`config.mk`:
```
export PLATFORM = sky130hd
export DESIGN_NAME = byte_alu
export DESIGN_NICKNAME = d
export VERILOG_FILES = /design/src/rtl/byte_alu_pkg.sv /design/src/rtl/alu_decode.sv /design/src/rtl/alu_logic.sv /design/src/rtl/alu_arith.sv /design/src/rtl/alu_shift.sv /design/src/rtl/byte_alu.sv
export SDC_FILE = /design/constraint.sdc
export NUM_CORES = 1
export LEC_CHECK = 0
export BUFFER_PORTS_ARGS = -buffer_cell sky130_fd_sc_hd__buf_2
export CAP_MARGIN = 5
export CORE_UTILIZATION = 60
export DETAILED_ROUTE_END_ITERATION = 12
export HOLD_SLACK_MARGIN = 0.08
export PLACE_DENSITY = 0.86
export SKIP_LAST_GASP = 1
export SLEW_MARGIN = 25
export SYNTH_ARGS = -nofsm -noshare
export SYNTH_HDL_FRONTEND = slang
export SYNTH_SLANG_ARGS = --single-unit
```
`constraint.sdc`:
```
create_clock -name clk -period 4.61 [get_ports clk]
set_clock_uncertainty 0.05 [all_clocks]
set_input_delay 0.461 -clock clk [delete_from_list [all_inputs] [get_ports clk]]
set_output_delay 0.461 -clock clk [all_outputs]
set_load 0.005 [all_outputs]
```
`src/rtl/byte_alu_pkg.sv`:
```
package byte_alu_pkg;

    parameter int DATA_W = 8;
    parameter int SEL_W  = 4;

    typedef enum logic [SEL_W-1:0] {
        SEL_MOVE = 4'h0,
        SEL_OR   = 4'h1,
        SEL_AND  = 4'h2,
        SEL_XOR  = 4'h3,
        SEL_ADD  = 4'h4,
        SEL_SUB  = 4'h5,
        SEL_SHR  = 4'h6,
        SEL_RSUB = 4'h7,
        SEL_SHL  = 4'hE
    } alu_sel_e;

    typedef enum logic [1:0] {
        UNIT_LOGIC,
        UNIT_ARITH,
        UNIT_SHIFT,
        UNIT_NONE
    } alu_unit_e;

    typedef struct packed {
        logic [DATA_W-1:0] value;
        logic              flag;
    } unit_out_t;

    typedef struct packed {
        logic [DATA_W-1:0] res;
        logic              res_we;
        logic              flag;
        logic              flag_we;
        logic              illegal;
    } alu_out_t;

    function automatic alu_unit_e unit_of(input logic [SEL_W-1:0] s);
        case (s)
            SEL_MOVE, SEL_OR, SEL_AND, SEL_XOR: return UNIT_LOGIC;
            SEL_ADD, SEL_SUB, SEL_RSUB:         return UNIT_ARITH;
            SEL_SHR, SEL_SHL:                   return UNIT_SHIFT;
            default:                            return UNIT_NONE;
        endcase
    endfunction

endpackage

```
`src/rtl/alu_decode.sv`:
```
module alu_decode
    import byte_alu_pkg::*;
(
    input  logic             valid,
    input  logic [SEL_W-1:0] sel,
    output alu_unit_e        unit,
    output logic             res_en,
    output logic             flag_en,
    output logic             bad_sel
);
    always_comb begin
        unit    = unit_of(sel);
        res_en  = 1'b0;
        flag_en = 1'b0;
        bad_sel = 1'b0;
        if (valid) begin
            case (unit)
                UNIT_LOGIC: res_en = 1'b1;
                UNIT_ARITH,
                UNIT_SHIFT: begin
                    res_en  = 1'b1;
                    flag_en = 1'b1;
                end
                default:    bad_sel = 1'b1;
            endcase
        end
    end
endmodule

```
`src/rtl/alu_logic.sv`:
```
module alu_logic
    import byte_alu_pkg::*;
(
    input  logic [1:0]        fn,
    input  logic [DATA_W-1:0] a,
    input  logic [DATA_W-1:0] b,
    output logic [DATA_W-1:0] y
);
    always_comb begin
        case (fn)
            2'd0:    y = b;
            2'd1:    y = a | b;
            2'd2:    y = a & b;
            default: y = a ^ b;
        endcase
    end
endmodule

```
`src/rtl/alu_arith.sv`:
```
module alu_arith
    import byte_alu_pkg::*;
(
    input  logic [SEL_W-1:0]  sel,
    input  logic [DATA_W-1:0] a,
    input  logic [DATA_W-1:0] b,
    output unit_out_t         y
);
    localparam int SUM_W = DATA_W + 1;

    logic [DATA_W-1:0] lhs;
    logic [DATA_W-1:0] rhs;
    logic              cin;
    logic [SUM_W-1:0]  sum;

    // One carry chain serves all three operations; subtraction adds the
    // inverted subtrahend plus one, so carry-out means "no borrow".
    always_comb begin
        case (sel)
            SEL_SUB: begin
                lhs = a;
                rhs = ~b;
                cin = 1'b1;
            end
            SEL_RSUB: begin
                lhs = b;
                rhs = ~a;
                cin = 1'b1;
            end
            default: begin
                lhs = a;
                rhs = b;
                cin = 1'b0;
            end
        endcase
        sum     = {1'b0, lhs} + {1'b0, rhs} + {{DATA_W{1'b0}}, cin};
        y.value = sum[DATA_W-1:0];
        y.flag  = sum[SUM_W-1];
    end
endmodule

```
`src/rtl/alu_shift.sv`:
```
module alu_shift
    import byte_alu_pkg::*;
(
    input  logic              to_left,
    input  logic [DATA_W-1:0] a,
    output unit_out_t         y
);
    always_comb begin
        if (to_left) begin
            y.value = {a[DATA_W-2:0], 1'b0};
            y.flag  = a[DATA_W-1];
        end else begin
            y.value = {1'b0, a[DATA_W-1:1]};
            y.flag  = a[0];
        end
    end
endmodule

```
`src/rtl/byte_alu.sv`:
```
module byte_alu
    import byte_alu_pkg::*;
#(
    parameter bit OUT_REG = 1'b1
) (
    input  logic              clk,
    input  logic              rst,
    input  logic              in_valid,
    input  logic [SEL_W-1:0]  op_sel,
    input  logic [DATA_W-1:0] x_val,
    input  logic [DATA_W-1:0] y_val,
    output logic [DATA_W-1:0] res_data,
    output logic              res_we,
    output logic              flag_data,
    output logic              flag_we,
    output logic              illegal_op
);
    localparam int SHIFT_DIR_BIT = SEL_W - 1;

    alu_unit_e         unit;
    logic              res_en;
    logic              flag_en;
    logic              bad_sel;
    logic [DATA_W-1:0] logic_y;
    unit_out_t         arith_y;
    unit_out_t         shift_y;
    alu_out_t          comb_o;
    alu_out_t          out_q;

    alu_decode u_dec (
        .valid   (in_valid),
        .sel     (op_sel),
        .unit    (unit),
        .res_en  (res_en),
        .flag_en (flag_en),
        .bad_sel (bad_sel)
    );

    alu_logic u_logic (
        .fn (op_sel[1:0]),
        .a  (x_val),
        .b  (y_val),
        .y  (logic_y)
    );

    alu_arith u_arith (
        .sel (op_sel),
        .a   (x_val),
        .b   (y_val),
        .y   (arith_y)
    );

    alu_shift u_shift (
        .to_left (op_sel[SHIFT_DIR_BIT]),
        .a       (x_val),
        .y       (shift_y)
    );

    always_comb begin
        comb_o         = '0;
        comb_o.res_we  = res_en;
        comb_o.flag_we = flag_en;
        comb_o.illegal = bad_sel;
        case (unit)
            UNIT_LOGIC: comb_o.res = logic_y;
            UNIT_ARITH: begin
                comb_o.res  = arith_y.value;
                comb_o.flag = arith_y.flag;
            end
            UNIT_SHIFT: begin
                comb_o.res  = shift_y.value;
                comb_o.flag = shift_y.flag;
            end
            default: ;
        endcase
        if (!res_en)  comb_o.res  = '0;
        if (!flag_en) comb_o.flag = 1'b0;
    end

    generate
        if (OUT_REG) begin : g_reg
            always_ff @(posedge clk) begin
                if (rst) out_q <= '0;
                else     out_q <= comb_o;
            end
        end else begin : g_comb
            assign out_q = comb_o;
        end
    endgenerate

    assign res_data   = out_q.res;
    assign res_we     = out_q.res_we;
    assign flag_data  = out_q.flag;
    assign flag_we    = out_q.flag_we;
    assign illegal_op = out_q.illegal;
endmodule

```
# Word level (Yosys, flattened, before mapping)
# Memories as Yosys holds them, arrays and structs flattened.
# Cells that the tools add are included.
classes:
  addsub: 2
  multipliers: 0
  n_div: 0
  magnitude_cmp: 0
  n_eq_ne: 6
  shifts: 0
  n_mux: 12
  n_bitwise: 8
  n_reduce_logical: 8
ops:
  columns: ["op", "count"]
  rows:
  - ["one-hot mux 8 bit (3 select lines)", 2]
  - ["inverter 8 bit", 2]
  - ["one-hot mux 8 bit (2 select lines)", 1]
  - ["OR reduction 2 bit", 5]
  - ["adder 8 x 8 -> 9 bit", 1]
  - ["adder 9 x 1 -> 9 bit", 1]
  - ["two-way mux 9 bit", 1]
  - ["bitwise AND 8 bit", 1]
  - ["equality test 4 x 3 -> 1 bit (second input constant)", 2]
  - ["two-way mux 8 bit", 1]
  - ["OR 8 bit", 1]
  - ["XOR 8 bit", 1]
  - ["two-way mux 1 bit", 6]
  - ["equality test 2 x 1 -> 1 bit (second input constant)", 2]
  - ["equality test 2 bit (second input constant)", 2]
  - ["logical NOT 2 bit", 2]
  - ["inverter 1 bit", 3]
  - ["OR reduction 3 bit", 1]
  - ["one-hot mux 1 bit (2 select lines)", 1]
word_totals:
  regBits: 12
  latch_bits: 0
  ramBits: 0
  rom_bits: 32
  in_bits: 23
  out_inout_bits: 12
  elab_cells: 42
  memories: 1
mem_list:
  columns: ["name", "depth", "width", "rd", "rd_clocked_by_memory_dff", "wr", "line_no", "text"]
  rows:
  - ["(no name shown)", 16, 2, 1, 0, 0, "byte_alu_pkg.sv:39", "case (s)"]

# Depth between registers and ports, before layout
# Gate-level depths: netlist of run 1.
# An unclocked memory read counts as a cell.
depth:
  word_depth: 7
  mapped_depth: 13
  ltp_nobuf: 13

# By module
# From an unflattened synthesis of run 1, not the netlist that was laid out.
unflattened:
  cells_unflattened: 188
  area_unflattened_um2: 1781.7
modules_own_cells:
  columns: ["module", "instances", "cells_each", "area_each_um2", "seq_area_each_um2"]
  rows:
  - ["alu_arith", 1, 77, 620.6, 0.0]
  - ["alu_logic", 1, 50, 493.0, 0.0]
  - ["byte_alu", 1, 44, 483.0, 240.2]
  - ["alu_shift", 1, 10, 132.6, 0.0]
  - ["alu_decode", 1, 7, 52.6, 0.0]

# Least setup slack after synthesis of run 1
# OpenSTA, ideal clock, no wires.
synth_path:
  path_kind: "input-to-reg"
  startpoint: "in op_sel[1]"
  endpoint: "reg out_q (netlist bit res_data[4])"
  arrival_time_ns: 2.686
  setup_slack_ns: 1.805
  cell_stages: 13
  n_path_buf: 3
  cell_sequence: "buf_2 -> buf_2 -> buf_1 -> a211oi_1 -> a21oi_1 -> fa_1 -> inv_1 -> fa_1 -> a21o_1 -> a21oi_1 -> xnor2_1 -> nand2_1 -> a21oi_1"
synth_via:
  elab_chain_len: 7
  word_cells_on_any_way: 22
  classes_between: "add/sub: 2; eq/ne: 6; mux: 7; bitwise: 1; reduce/logical: 5; memory: 1"
synth_rtl:
  columns: ["item", "line_no", "text"]
  rows:
  - ["start: declaration", "byte_alu.sv:9", "input logic [SEL_W-1:0] op_sel,"]
  - ["branches (longest 7 deep; another with adder 8 x 8 -> 9 bit)", null, null]
  - ["end signal: assignment", "byte_alu.sv:84", "else out_q <= comb_o;"]
  - ["end: declaration", "byte_alu.sv:28", "alu_out_t out_q;"]
# Several ways; the timed one is not identified.
# A chain may end at the register's enable or synchronous reset.

# Worst setup path in the final report of run 1
layout_path:
  startpoint: "in op_sel[3]"
  endpoint: "reg out_q (netlist bit flag_data)"
layout_via:
  elab_chain_len: 7
  word_cells_on_any_way: 18
  classes_between: "add/sub: 2; eq/ne: 4; mux: 7; bitwise: 1; reduce/logical: 3; memory: 1"
layout_rtl:
  columns: ["item"]
  rows:
  - ["branches (longest 7 deep; another with adder 8 x 8 -> 9 bit)"]
# Several ways; the timed one is not identified.

==> results of run 1 <==
==> critical path: cells and delay by family <==
kind / cells / cell delay (ps)
buf+inv: 3 / 510
fa+ha+maj: 2 / 610
compound gates: 4 / 600
simple gates: 5 / 1230
==> power groups by stage <==
stage          clock network (mW)  logic [mW]  registers (mW)
2_1_floorplan                   0       0.108           0.112
3_3_place_gp                    0       0.148           0.111
3_5_place_dp                    0       0.151           0.111
4_1_cts                    0.0805       0.152           0.108
5_1_grt                    0.0840       0.173           0.109
6_report                   0.0782       0.155           0.108
==> worst max-delay path by stage <==
stage	end	startpoint	slack (ps)	cells after the start
6_report	flag_data$_SDFF_PP0_	op_sel[3]	1320	14
5_1_grt	res_data[4]$_SDFF_PP0_	op_sel[3]	980	13
4_1_cts	flag_data$_SDFF_PP0_	op_sel[3]	1360	14
3_5_place_dp	flag_data$_SDFF_PP0_	op_sel[3]	1100	14
3_3_place_gp	flag_data$_SDFF_PP0_	op_sel[3]	1210	14
2_1_floorplan	res_data[4]$_SDFF_PP0_	op_sel[1]	1800	13
==> per-layer routing <==
| layer | vias to the layer above | part of all wire, % | GRT usage [%] |
|---|---|---|---|
| li1 | 866 | - | - |
| met3 | 2 | 10 | 3.333 |
| met5 | - | 0 | 0 |
| met4 | 0 | 0.32 | 6.410 |
| met1 | 739 | 45 | 39.24 |
| met2 | 88 | 45 | 42.68 |
==> layout make-up <==
class / count / area (sq um) / area share (%)
timing repair buffer: 34 / 170.2 / 9.239
sequential: 12 / 240.2 / 13.04
tap: 30 / 37.54 / 2.038
multi-input combinational: 180 / 1260 / 68.41
clock buffer: 4 / 36.28 / 1.970
inverter: 26 / 97.59 / 5.299
==> sequential cells by signal (all words and copies together), names as in the netlist <==
| name | count |
|---|---|
| res_we | 1 |
| flag_we | 1 |
| illegal_op | 1 |
| flag_data | 1 |
| res_data | 8 |
==> cells in the mapped netlist, types with 2 or more instances <==
master / number / area (sq um)
nand2_1: 29 / 108.9
ha_1: 27 / 337.8
inv_1: 25 / 93.84
a21oi_1: 21 / 105.1
nor2_1: 17 / 63.81
o21ai_0: 15 / 75.07
dfxtp_1: 12 / 240.2
o21ai_1: 10 / 50.05
clkbuf_1: 8 / 30.03
a211oi_1: 7 / 52.55
nand3_1: 6 / 30.03
nor2b_1: 5 / 31.28
a211o_1: 4 / 35.03
buf_2: 4 / 20.02
mux4_2: 3 / 67.56
a222oi_1: 2 / 20.02
a31oi_1: 2 / 12.51
and3_1: 2 / 12.51
fa_1: 2 / 40.04
nand2b_1: 2 / 12.51
nand3b_1: 2 / 15.01
nor3_1: 2 / 10.01
o22ai_1: 2 / 12.51
or3_1: 2 / 12.51
or4_1: 2 / 15.01
==> cell families after synthesis <==
| kind of cell | count (synthesis) | synth area share, % |
|---|---|---|
| AND/OR/NAND/NOR | 74 | 21.36 |
| AO/OA/AOI/OAI | 71 | 26.29 |
| buffers and inverters | 39 | 9.166 |
| adder cells (fa/ha/maj) | 29 | 22.88 |
| flip-flops | 12 | 14.55 |
| multiplexers | 4 | 4.697 |
| XOR/XNOR | 2 | 1.061 |
==> results by group, run 1 <==
Finish
  • Design area: roughly 1800 sq um
  • Most frequent cells in the layout: 34 x buf_2, 29 x nand2_1, 27 x ha_1
  • Number of fillers in the final layout: 221
  • Share of cells above drive strength 1: ~17%
  • Commonest non-fill, non-tap cell in the layout: buf_2
  • Final core utilization: between 70% and 80%
  • Diode count: 0
  • Area growth syn-to-layout: 11.52%
  • Layout Cells excl Fill: 286
  • Net count, final: between 300 and 400

Worst setup path
  • Setup Crit Path Kind: input pin to flop
  • Critical Path RT: 4720 ps
  • Worst setup SP type: input pin
  • Cell Chain, Critical Path: buf_2 > nand3b_1 > inv_2 > nand2_1 > nor2_1 > a21oi_1 > fa_1 > inv_1 > fa_1 > a21o_1 > nand4_1 > nand3_1 > a21oi_1 > o41ai_1
  • CP max stage cell: nand3b_1
  • Crit path DAT: 3400 ps
  • CP Capture Type: flop
  • Crit-path max cell delay: around 500 ps
  • Max FO, Critical Path: 22

Logic synthesis
  • Synthesized area: 1652 sq um
  • EDFF count, synth: 0
  • Ys Warns: 0
  • Synthesized area per cell: 7.150 sq um
  • Prevailing post-synth register cell: dfxtp_1
  • Cell variety after synth: 43
  • Post-synthesis sequential area ratio: between 10% and 20%
  • Yosys reg bits: 12
  • FFs w/ async S/R, synth: 0%
  • Synth Net Count: between 200 and 300
  • Post-Syn Instances: roughly 230

Floorplan
  • Starting Density: around two thirds
  • Std-Cell Rows: 18
  • Die Area: slightly below 3000 sq um
  • IO Pins: 35
  • Die height: about 54 um
  • Core area: 2545 sq um
  • Die width: around 54 um

Place
  • Placed Cells: 282
  • IO Port Bufs: 34
  • Routability congestion estimate: around 0.9
  • Dpl cell area: between 1500 and 2000 sq um
  • Hpwl dp: 3.018 mm
  • Placement Setup Slack: between 1000 and 1500 ps

Power and ir drop
  • Net Sw Frac: around 36%
  • Clock power frac: a little under a quarter
  • Leak: between 0.9 and 1 nW
  • Pwr dens: 185.3 nW/um^2
  • Power share of the sequential group: 31.7%
  • Worst VDD drop: approximately 0.00017 V
  • Comb pwr share: between 40% and 50%
  • Power Internal: ~0.22 mW
  • Total power: ~0.34 mW
  • Psw: about 0.12 mW

Global route
  • Vias in the first global route: about 1,300
  • Largest net degree at the start of global routing: 37
  • Congestion Overflow GR: 0
  • First-pass GRT wire length: roughly 6 mm
  • GRT Total Usage: between 20% and 30%
  • Initial antenna violation count: 0

Clock tree
  • Clock sinks: 12
  • Post-CTS sizing: 0
  • TritonCTS buffer count: 3
  • Post-CTS Hold Fix Bufs: 0
  • CTS Root Cell: clkbuf_4
  • CTS clk-pin slew, worst paths: 70 ps
  • H-Tree Depth: 1
  • TritonCTS clock tree: built
  • Deepest clock path buffer count: 2
  • Post-CTS Setup Bufs: 0

STA
  • Slew HR: between 60% and 70%
  • Worst-Margin Slew: approximately 600 ps
  • Unrepaired setup endpoints after global routing: no
  • Worst hold slack: around 430 ps
  • Fin crit share: between 70% and 80%
  • Final setup margin: between 1000 and 1500 ps
  • Minimum clock period: 3293 ps
  • Fin. Hold Viols: 0
  • Final TNS setup: 0 ps
  • Final Setup Violations: 0
  • Pins Over Slew Limit: 0
  • Fmax: between 0.3 and 0.4 GHz

Min path
  • Hold_sp: in_valid
  • WHS Path Cells: 3
  • Hold Path Class: input pin to flop
  • Hold EP: illegal_op$_SDFF_PP0_

Detailed routing
  • Drt total wl: about 3.7 mm
  • Routed Antenna Nets: 0
  • DRC errors left: 0
  • Vias/cell: 5.927
  • DRT Pass-1 Iters: 7
  • Vias: roughly 1,700
  • Initial DRC Count: between 60 and 70
  • Wire per inst: around 13 um

Run
  • Max-cap violations: 0

Run status
  • Status: complete, no violations
No activity file was read; power rests on OpenSTA's default activity.
==> run 2: changes to the inputs <==
CORE_UTILIZATION = 50   (was 60)
PLACE_DENSITY = 0.76   (was 0.86)
clock period = 2.7 ns   (was 4.61 ns; I/O delays follow)
==> results by group, run 2 (synthesis gave the netlist of run 1 again) <==
Detailed routing
  • Initial DRC Count: 94 (was 65)
  • Wire per inst: 12.29 um (was 13.09 um)
  • Vias: 1,716 (was 1,695)
  • Vias/cell: 5.518 (was 5.927)
  • DRT Pass-1 Iters: 4 (was 7)
  • DRC errors left: 0 (unchanged)
  • Drt total wl: 3.821 mm (was 3.744 mm)
  • Routed Antenna Nets: 0 (unchanged)

STA
  • Fin crit share: between 80 and 90%
  • Worst-Margin Slew: 422.0 ps (was 595.6 ps)
  • Minimum clock period: approximately 2400 ps
  • Fin. Hold Viols: 0 (unchanged)
  • Final TNS setup: 0 ps (unchanged)
  • Fmax: 0.4219 GHz
  • Final Setup Violations: 0 (unchanged)
  • Slew HR: 71.65% (was 60.29%)
  • Pins Over Slew Limit: 0 (unchanged)
  • Unrepaired setup endpoints after global routing: no (unchanged)

Finish
  • Number of fillers in the final layout: 305 (was 221)
  • Design area: 1948 sq um (was 1842 sq um)
  • Max FFs per register: 8 (unchanged)
  • Commonest non-fill, non-tap cell in the layout: buf_2 (unchanged)
  • Share of cells above drive strength 1: 20.22% (was 16.80%)
  • Most frequent cells in the layout: 34 x buf_2, 29 x nand2_1, 27 x ha_1 (unchanged)
  • Diode count: 0 (unchanged)
  • Net count, final: 321 (was 309)
  • Area growth syn-to-layout: 17.95% (was 11.52%)

Floorplan
  • Die height: 59.48 um (was 54.47 um)
  • Std-Cell Rows: 20 (was 18)
  • Starting Density: 53.23% (was 64.90%)
  • Core area: 3103 sq um (was 2545 sq um)
  • Die Area: 3537 sq um (was 2966 sq um)
  • IO Pins: 35 (unchanged)
  • Die width: 59.48 um (was 54.47 um)

Clock tree
  • Deepest clock path buffer count: 2 (unchanged)
  • Post-CTS Setup Bufs: 0 (unchanged)
  • H-Tree Depth: 1 (unchanged)
  • Post-CTS Hold Fix Bufs: 0 (unchanged)
  • TritonCTS buffer count: 3 (unchanged)
  • CTS Root Cell: clkbuf_4 (unchanged)
  • Post-CTS sizing: 0 (unchanged)
  • TritonCTS clock tree: built (unchanged)
  • Clock sinks: 12 (unchanged)
  • CTS clk-pin slew, worst paths: 60 ps (was 70 ps)

Power and ir drop
  • Worst VDD drop: 0.0001032 V (was 0.0001675 V)
  • Comb pwr share: 49.9% (was 45.3%)
  • Power share of the sequential group: 32.9% (was 31.7%)
  • Pwr dens: 288.4 nW/um^2 (was 185.3 nW/um^2)
  • Clock power frac: 17.1% (was 22.9%)
  • Psw: 0.2051 mW (was 0.1227 mW)
  • Leak: 0.9898 nW (was 0.9374 nW)
  • Power Internal: 0.3568 mW (was 0.2186 mW)
  • Net Sw Frac: 36.50% (was 35.95%)

Global route
  • Largest net degree at the start of global routing: 22 (was 37)
  • Congestion Overflow GR: 0 (unchanged)
  • Vias in the first global route: 1,464 (was 1,320)
  • Initial antenna violation count: 0 (unchanged)
  • GRT Total Usage: 23.72% (was 27.31%)
  • First-pass GRT wire length: 6.437 mm (was 5.927 mm)

Place
  • Hpwl dp: 3.128 mm (was 3.018 mm)
  • IO Port Bufs: 34 (unchanged)
  • Routability congestion estimate: 0.8981 (was 0.9054)
  • Dpl cell area: 1926 sq um (was 1805 sq um)

Worst setup path
  • Crit-path max cell delay: 400 ps (was 500 ps)
  • Max FO, Critical Path: 5 (was 22)
  • CP max stage cell: or4_1 (was nand3b_1)
  • CP Capture Point: res_data[7]$_SDFF_PP0_ (was flag_data$_SDFF_PP0_)
  • Critical Path RT: 2850 ps (was 4720 ps)
  • Setup Crit Path Kind: input pin to flop (unchanged)
  • Crit path from: op_sel[3] (unchanged)
  • Worst setup SP type: input pin (unchanged)
  • Crit path DAT: 2520 ps (was 3400 ps)
  • CP Capture Type: flop (unchanged)
  • Cell Chain, Critical Path: buf_2 > nand3b_1 > buf_4 > a211o_1 > o21ai_0 > ha_1 > a21oi_1 > a21boi_1 > a41o_1 > or4_1 > nand3_1 (was buf_2 > nand3b_1 > inv_2 > nand2_1 > nor2_1 > a21oi_1 > fa_1 > inv_1 > fa_1 > a21o_1 > nand4_1 > nand3_1 > a21oi_1 > o41ai_1)

Run status
  • Status: complete, no violations (unchanged)

Min path
  • Hold_sp: in_valid (unchanged)
  • Hold Path Class: input pin to flop (unchanged)

Run
  • Max-cap violations: 0 (unchanged)
## run 2: changes by cell type in the layout (fill, tap and decap cells not counted)
cell	delta
clkbuf_8	-1
buf_12	+1
buf_4	+11
## run 2: power by group through the flow
stage	logic, mW	clock network, mW	registers (mW)
2_1_floorplan	0.184	0	0.191
3_5_place_dp	0.274	0	0.189
5_1_grt	0.316	0.111	0.186
4_1_cts	0.276	0.100	0.185
3_3_place_gp	0.273	0	0.189
6_report	0.281	0.0962	0.185
## run 2: stage by stage
stage | total power, mW | setup slack (ps) | util [%] | cells | hold slack [ps]
finish | 0.5619 | 329.6 | 62.78 | 311 | 244.2
global route | 0.6131 | 170.8 | 62.78 | 311 | 239.7
CTS | 0.5619 | 375.5 | 62.78 | 311 | 237.0
detailed placement | 0.4630 | 112.7 | 62.06 | 308 | 512.9
global placement | 0.4625 | 139.6 | 62.06 | 308 | 506.0
floorplan | 0.3744 | 85.55 | - | 231 | 368.0
## run 2: routing by layer
metal	wire [um]	global-route usage (%)
met5	0	0
met4	24	6.122
met3	192	1.310
met1	1924	35.01
met2	1679	37.24
## run 2: final cells by class
| type | count | area, sq um | area share, % |
|---|---|---|---|
| clock buffer | 3 | 22.52 | 1.156 |
| multi-input combinational | 180 | 1260 | 64.68 |
| inverter | 26 | 97.59 | 5.010 |
| timing repair buffer | 46 | 272.8 | 14.00 |
| sequential | 12 | 240.2 | 12.33 |
| tap | 44 | 55.05 | 2.826 |
## run 2: worst max-delay path: cells and delay by family
family	cells	cell delay (ps)
compound gates	5	910
fa+ha+maj	1	320
buf+inv	2	300
simple gates	3	720
## run 2: worst min-delay path by stage
stage                       endpoint  slack (ps)  depth (start not counted)
4_1_cts            res_we$_SDFF_PP0_         240                          3
3_5_place_dp       res_we$_SDFF_PP0_         510                          3
3_3_place_gp   illegal_op$_SDFF_PP0_         510                          3
2_1_floorplan  illegal_op$_SDFF_PP0_         370                          2
5_1_grt            res_we$_SDFF_PP0_         240                          3
6_report           res_we$_SDFF_PP0_         240                          3
